[config.mk]
export PLATFORM = sky130hd
export DESIGN_NAME = gpio_irq_detect
export DESIGN_NICKNAME = d
export VERILOG_FILES = /design/src/rtl/gpio_irq_pkg.sv /design/src/rtl/gpio_pin_sync.sv /design/src/rtl/gpio_line_detect.sv /design/src/rtl/gpio_irq_status.sv /design/src/rtl/gpio_irq_detect.sv
export SDC_FILE = /design/constraint.sdc
export NUM_CORES = 1
export LEC_CHECK = 0
export CORE_AREA = 2 2 100 102
export CTS_CLUSTER_SIZE = 14
export DETAILED_ROUTE_END_ITERATION = 16
export DIE_AREA = 0 0 102 104
export DONT_BUFFER_PORTS = 1
export GPL_TIMING_DRIVEN = 0
export PLACE_DENSITY = 0.69
export SYNTH_ARGS = -nofsm -noshare
export SYNTH_HDL_FRONTEND = slang
export SYNTH_SLANG_ARGS = --single-unit
[constraint.sdc]
create_clock -name clk -period 1.63 [get_ports clk]
set_input_delay 0.0815 -clock clk [delete_from_list [all_inputs] [get_ports clk]]
set_output_delay 0.0815 -clock clk [all_outputs]
set_load 0.02 [all_outputs]
[src/rtl/gpio_irq_pkg.sv]
package gpio_irq_pkg;
    typedef enum logic [1:0] {
        MODE_LOW  = 2'b00,
        MODE_HIGH = 2'b01,
        MODE_RISE = 2'b10,
        MODE_FALL = 2'b11
    } line_mode_e;
endpackage

[src/rtl/gpio_pin_sync.sv]
module gpio_pin_sync #(
    parameter int WIDTH  = 32,
    parameter int STAGES = 2
) (
    input  logic             clk,
    input  logic             rst_n,
    input  logic [WIDTH-1:0] async_i,
    output logic [WIDTH-1:0] sync_o
);
    logic [WIDTH-1:0] chain [STAGES];

    for (genvar s = 0; s < STAGES; s++) begin : g_stage
        if (s == 0) begin : g_first
            always_ff @(posedge clk or negedge rst_n) begin
                if (!rst_n) chain[s] <= '0;
                else        chain[s] <= async_i;
            end
        end else begin : g_next
            always_ff @(posedge clk or negedge rst_n) begin
                if (!rst_n) chain[s] <= '0;
                else        chain[s] <= chain[s-1];
            end
        end
    end

    assign sync_o = chain[STAGES-1];
endmodule

[src/rtl/gpio_line_detect.sv]
module gpio_line_detect
    import gpio_irq_pkg::*;
(
    input  logic       clk,
    input  logic       rst_n,
    input  logic       level_i,
    input  logic       prev_i,
    input  logic       is_input_i,
    input  logic [1:0] mode_i,
    input  logic       any_edge_i,
    output logic       hit_o
);
    line_mode_e mode;
    logic       changed;

    assign mode    = line_mode_e'(mode_i);
    assign changed = level_i ^ prev_i;

    always_comb begin
        hit_o = 1'b0;
        if (is_input_i) begin
            if (any_edge_i) begin
                hit_o = changed;
            end else begin
                unique case (mode)
                    MODE_LOW:  hit_o = !level_i;
                    MODE_HIGH: hit_o = level_i;
                    MODE_RISE: hit_o = changed && level_i;
                    MODE_FALL: hit_o = changed && !level_i;
                    default:   hit_o = 1'b0;
                endcase
            end
        end
    end

    assert_output_line_silent_R2: assert property (@(posedge clk) disable iff (!rst_n)
        !is_input_i |-> !hit_o);

    assert_edge_needs_change_R5: assert property (@(posedge clk) disable iff (!rst_n)
        (hit_o && mode_i[1] && !any_edge_i) |-> (level_i != prev_i));

    assert_any_edge_needs_change_R7: assert property (@(posedge clk) disable iff (!rst_n)
        (hit_o && any_edge_i) |-> (level_i != prev_i));
endmodule

[src/rtl/gpio_irq_status.sv]
module gpio_irq_status #(
    parameter int LINES = 32
) (
    input  logic             clk,
    input  logic             rst_n,
    input  logic [LINES-1:0] hit_i,
    input  logic             clr_valid_i,
    input  logic [LINES-1:0] clr_bits_i,
    input  logic [LINES-1:0] mask_i,
    output logic [LINES-1:0] status_o,
    output logic             irq_o
);
    logic [LINES-1:0] status_q;
    logic [LINES-1:0] clear_eff;

    assign clear_eff = clr_valid_i ? clr_bits_i : '0;

    always_ff @(posedge clk or negedge rst_n) begin
        if (!rst_n) status_q <= '0;
        else        status_q <= (status_q & ~clear_eff) | hit_i;
    end

    assign status_o = status_q;
    assign irq_o    = |(status_q & mask_i);

    for (genvar n = 0; n < LINES; n++) begin : g_chk
        assert_clear_only_on_request_R8: assert property (@(posedge clk) disable iff (!rst_n)
            $fell(status_q[n]) |-> $past(clr_valid_i && clr_bits_i[n]));
        assert_detect_wins_R9: assert property (@(posedge clk) disable iff (!rst_n)
            hit_i[n] |=> status_q[n]);
    end

    assert_irq_needs_mask_R10: assert property (@(posedge clk) disable iff (!rst_n)
        irq_o |-> (mask_i != '0));
endmodule

[src/rtl/gpio_irq_detect.sv]
module gpio_irq_detect #(
    parameter int LINES        = 32,
    parameter int SYNC_STAGES  = 2,
    parameter bit HAS_ANY_EDGE = 1'b1
) (
    input  logic               clk,
    input  logic               rst_n,
    input  logic [LINES-1:0]   pin_async_i,
    input  logic [LINES-1:0]   dir_in_i,
    input  logic [2*LINES-1:0] irq_cfg_i,
    input  logic [LINES-1:0]   any_edge_i,
    input  logic [LINES-1:0]   mask_i,
    input  logic               clr_valid_i,
    input  logic [LINES-1:0]   clr_bits_i,
    output logic [LINES-1:0]   status_o,
    output logic               irq_o
);
    logic [LINES-1:0] level;
    logic [LINES-1:0] prev_q;
    logic [LINES-1:0] override;
    logic [LINES-1:0] hit;

    gpio_pin_sync #(.WIDTH(LINES), .STAGES(SYNC_STAGES)) u_sync (
        .clk     (clk),
        .rst_n   (rst_n),
        .async_i (pin_async_i),
        .sync_o  (level)
    );

    always_ff @(posedge clk or negedge rst_n) begin
        if (!rst_n) prev_q <= '0;
        else        prev_q <= level;
    end

    if (HAS_ANY_EDGE) begin : g_ovr
        assign override = any_edge_i;
    end else begin : g_no_ovr
        assign override = '0;
    end

    for (genvar n = 0; n < LINES; n++) begin : g_line
        gpio_line_detect u_det (
            .clk        (clk),
            .rst_n      (rst_n),
            .level_i    (level[n]),
            .prev_i     (prev_q[n]),
            .is_input_i (dir_in_i[n]),
            .mode_i     (irq_cfg_i[2*n+1 -: 2]),
            .any_edge_i (override[n]),
            .hit_o      (hit[n])
        );
    end

    gpio_irq_status #(.LINES(LINES)) u_status (
        .clk         (clk),
        .rst_n       (rst_n),
        .hit_i       (hit),
        .clr_valid_i (clr_valid_i),
        .clr_bits_i  (clr_bits_i),
        .mask_i      (mask_i),
        .status_o    (status_o),
        .irq_o       (irq_o)
    );
endmodule

==> impl_metrics.tcl, run 1 <==
set metrics [dict create \
    synthCells 440 \
    dp_hpwl_um 9540 \
    dp_slack_ps -165 \
    synthFlopType "dfrtp_1" \
    post_cts_resize_count 8 \
    synth-seq-area-share_pct 62.4 \
    dp.cells 573 \
    yosys.cell_count.top_type "dfrtp_1" \
    htree_num_levels 4 \
    yosysTopAreaCellShare_pct 62.4 \
    synth_top_cell_by_area "dfrtp_1" \
    stop_stage "clock tree synthesis" \
    tool.error "[ERROR RSZ-0060] Max buffer count reached." \
    synth.distinct_cells 18 \
    cts_root_buffer "clkbuf_8" \
    cts_buffer_depth 2 \
    post_cts_buffers 0 \
    async_flop_share_pct 100 \
    syn_area_per_cell_um2 11.7 \
    netlist_area_um2 5130 \
    port_buffers 0 \
    clock-sinks 128 \
    netlist_top_cells_count "dfrtp_1, nand2_1, a221o_1" \
    rows 36 \
    outcome "aborted with a tool error" \
    synth_nets 667 \
    dpl_cell_area_um2 5300 \
    synth_edf_count 0 \
    chipWidth_um 102 \
    cts_made_buffers 17 \
    synth_seq_cells 128 \
    yosysWarnings 0 \
    ios 260 \
    ctsHoldBuffers 122 \
    initial_utilization_pct 53.8 \
    finalWeightedCongestion 0.840 \
    synth_area_leaders "dfrtp_1, a221o_1, a32o_1, nand2_1, a21o_1" \
    die_height_um 104 \
]
## cell families after synthesis
group / synth area share [%]
buf+inv: 2.49
flops: 62.4
xor+xnor: 0.341
simple gates: 7.80
compound gates: 27.0
## stage by stage
| stage | util, % | hold WS [ps] | setup TNS (ps) |
|---|---|---|---|
| detailed placement | 55.5 | -211 | -165 |
| global placement | 55.5 | -210 | -107 |
| floorplan | - | -214 | 0 |
==> run 2: changes to the inputs <==
- CORE_AREA: 2 2 100 102 -> default
- CORE_MARGIN: default -> 2
- CORE_UTILIZATION: default -> 40
- CTS_CLUSTER_SIZE: 14 -> default
- DIE_AREA: 0 0 102 104 -> default
- PLACE_DENSITY: 0.69 -> default
- PLACE_DENSITY_LB_ADDON: default -> 0.15
==> run 2 against run 1 <==
The flow now finishes, with violations (hold timing, setup timing); synthesized area unchanged; synthesized cell count unchanged.
==> impl_metrics.tcl, run 2 <==
set metrics [dict create \
    synth_top_family_by_area "compound AO/OA/AOI/OAI gates" \
    synth_simple_gate_area_share_pct 7.80 \
    path_class "register to output pin" \
    slew_headroom_pct 37.6 \
    grt_pass1_vias 4589 \
    hp-class "primary input to async pin" \
    clk_pin_slew_ps 60 \
    synth_adder_area_share_pct 0 \
    synth_seq_cells 128 \
    grt_usage_pct 20.8 \
    synth_edf_count 0 \
    cp_slowest_stage_delay_ps 630 \
    most-common-layout-cells "dfrtp_1, dlygate4sd3_1, nand2_1" \
    fin_crit_ps 1990 \
    final.setup.worst_slack_ps -356 \
    clock-sinks 128 \
    finalWeightedCongestion 0.843 \
    synthCells 440 \
    routed.top_layer "met4" \
    fin_setup_tns_ps -356 \
    wl_per_cell_um 18.8 \
    yosysTopAreaCellShare_pct 62.4 \
    synthFlopType "dfrtp_1" \
    wl_met1_um 5370 \
    antenna_found_initial 0 \
    hold_viol 132 \
    hold-worst-slack_ps -635 \
    cp_max_fo 3 \
    fin_skew_ps 5.92 \
    synth_nets 667 \
    p_total_w 0.00817 \
    grt_pass1_wl_um 22400 \
    dr_wl_met3_um 1360 \
    first_pass_iters 6 \
    synthXorXnorAreaFrac_pct 0.341 \
    powerDensity_nw_per_um2 1150 \
    failed_checks "hold timing, setup timing" \
    die_height_um 117 \
    syn_area_per_cell_um2 11.7 \
    yosys.cell_count.top_type "dfrtp_1" \
    rsz0062_at_grt "true" \
    antennaDiodeCount 0 \
    worst_setup_path_end_kind "output pin" \
    finalCritPeriodShare_pct 122 \
    drc 0 \
    critical_path_arrival_ps 1900 \
    nets 802 \
    area_growth_pct 38.8 \
    initial_utilization_pct 40.9 \
    cts_tree "done" \
    power_leakage_nw 3.06 \
    htree_num_levels 4 \
    nFillCells 1057 \
    wl_met2_um 7120 \
    cp_slowest_cell "or4_4" \
    netlist_area_um2 5130 \
    clock_latency_ps 410 \
    synth.distinct_cells 18 \
    fmax_ghz 0.503 \
    coreArea_um2 12600 \
    ios 260 \
    grt_overflow 0 \
    maxCapViolCount 0 \
    synth_compound_area_share_pct 27.0 \
    rows 41 \
    yosysWarnings 0 \
    mostFrequentLayoutCell "dfrtp_1" \
    initialDrtViolationCount 282 \
    detail-route-antenna-nets 0 \
    worstMarginPinSlew_ps 936 \
    synth_top_cell_by_area "dfrtp_1" \
    cts_made_buffers 17 \
    port_buffers 0 \
    dp_hpwl_um 9590 \
    wirelength_um 14300 \
    drive_above_1_share_pct 11.1 \
    cts_buffer_depth 2 \
    netlist_top_cells_count "dfrtp_1, nand2_1, a221o_1" \
    viasPerCell 5.72 \
    outcome "finished, violations left" \
    finalMaxSlewViolations 0 \
    async_flop_share_pct 100 \
    required_ps 1550 \
    path_cells "a22oi_1 -> nand4_1 -> or4_4" \
    setup_viol 1 \
    ir_worst_vdd_mv 0.762 \
    die_area_um2 13800 \
    synth.area.mux_share_pct 0 \
    cts_root_buffer "clkbuf_16" \
    synth_area_leaders "dfrtp_1, a221o_1, a32o_1, nand2_1, a21o_1" \
    chipWidth_um 117 \
    grt_max_degree 129 \
    startpoint_type "register" \
    synth-seq-area-share_pct 62.4 \
    num_vias 4344 \
]
## run 2: worst max-delay path, delay by kind of cell, from the launching register on
kind,cells,cell delay (ps)
compound gates,1,220
simple gates,2,810
flops,1,470
## run 2: worst paths after layout
kind,start,endpoint,slack [ps],depth (start not counted)
hold / removal,rst_n,u_sync.chain[39],-630,0
min in group clk,irq_cfg_i[26],u_status.status_o[13],-10,3
setup / recovery,u_status.status_o[6],irq_o,-360,3
setup reg to reg,prev_q[23],u_status.status_o[23],20,3
hold reg to reg,u_sync.chain[54],u_sync.sync_o[22],350,0
max in group asynchronous,rst_n,u_status.status_o[3],2090,0
## run 2: routing by layer
metal,GRT usage [%],up-vias
met2,34.6,231
met1,23.4,2123
met4,9.64,0
met3,8.51,35
li1,-,1955
met5,0,-
## run 2: layout make-up
cell class / count / area [µm²] / area share, %
clock inverter: 12 / 118 / 1.65
sequential: 128 / 3230 / 45.3
inverter: 31 / 116 / 1.63
buffer: 3 / 11.3 / 0.158
timing repair buffer: 116 / 1140 / 16.0
tap: 172 / 215 / 3.02
clock buffer: 20 / 447 / 6.27
multi-input combinational: 278 / 1850 / 26.0
## run 2: cells by family after synthesis
kind of cell	after synthesis
simple gates	102
xor+xnor	2
compound gates	174
buf+inv	34
flops	128
## run 2: metrics by stage
step | instance area (µm²) | setup slack [ps] | instances | util (%)
floorplan | 5130 | 189 | 440 | -
global placement | 5350 | -105 | 612 | 42.6
detailed placement | 5350 | -120 | 612 | 42.6
CTS | 7040 | -365 | 752 | 56.0
finish | 7130 | -356 | 760 | 56.7
global route | 7130 | -447 | 760 | 56.7
## run 2: where the power goes
group / internal, W / total [W] / leakage [nW] / switching [W]
logic: 0.000502 / 0.000771 / 1.32 / 0.000269
registers: 0.00343 / 0.00380 / 1.47 / 0.000363
clock network: 0.00227 / 0.00360 / 0.275 / 0.00133
total: 0.00620 / 0.00817 / 3.06 / 0.00197
## run 2: timing repair
item | 4_1_cts | 5_1_grt
hold buffers | 108 | 11
gates resized for setup | 18 | 10
pin swaps | 6 | 17
hold endpoints to repair | 192 | 138
setup endpoints to repair | 1 | 20
buffers inserted | 0 | 7
Note: power is estimated with default switching activity, not from simulation.
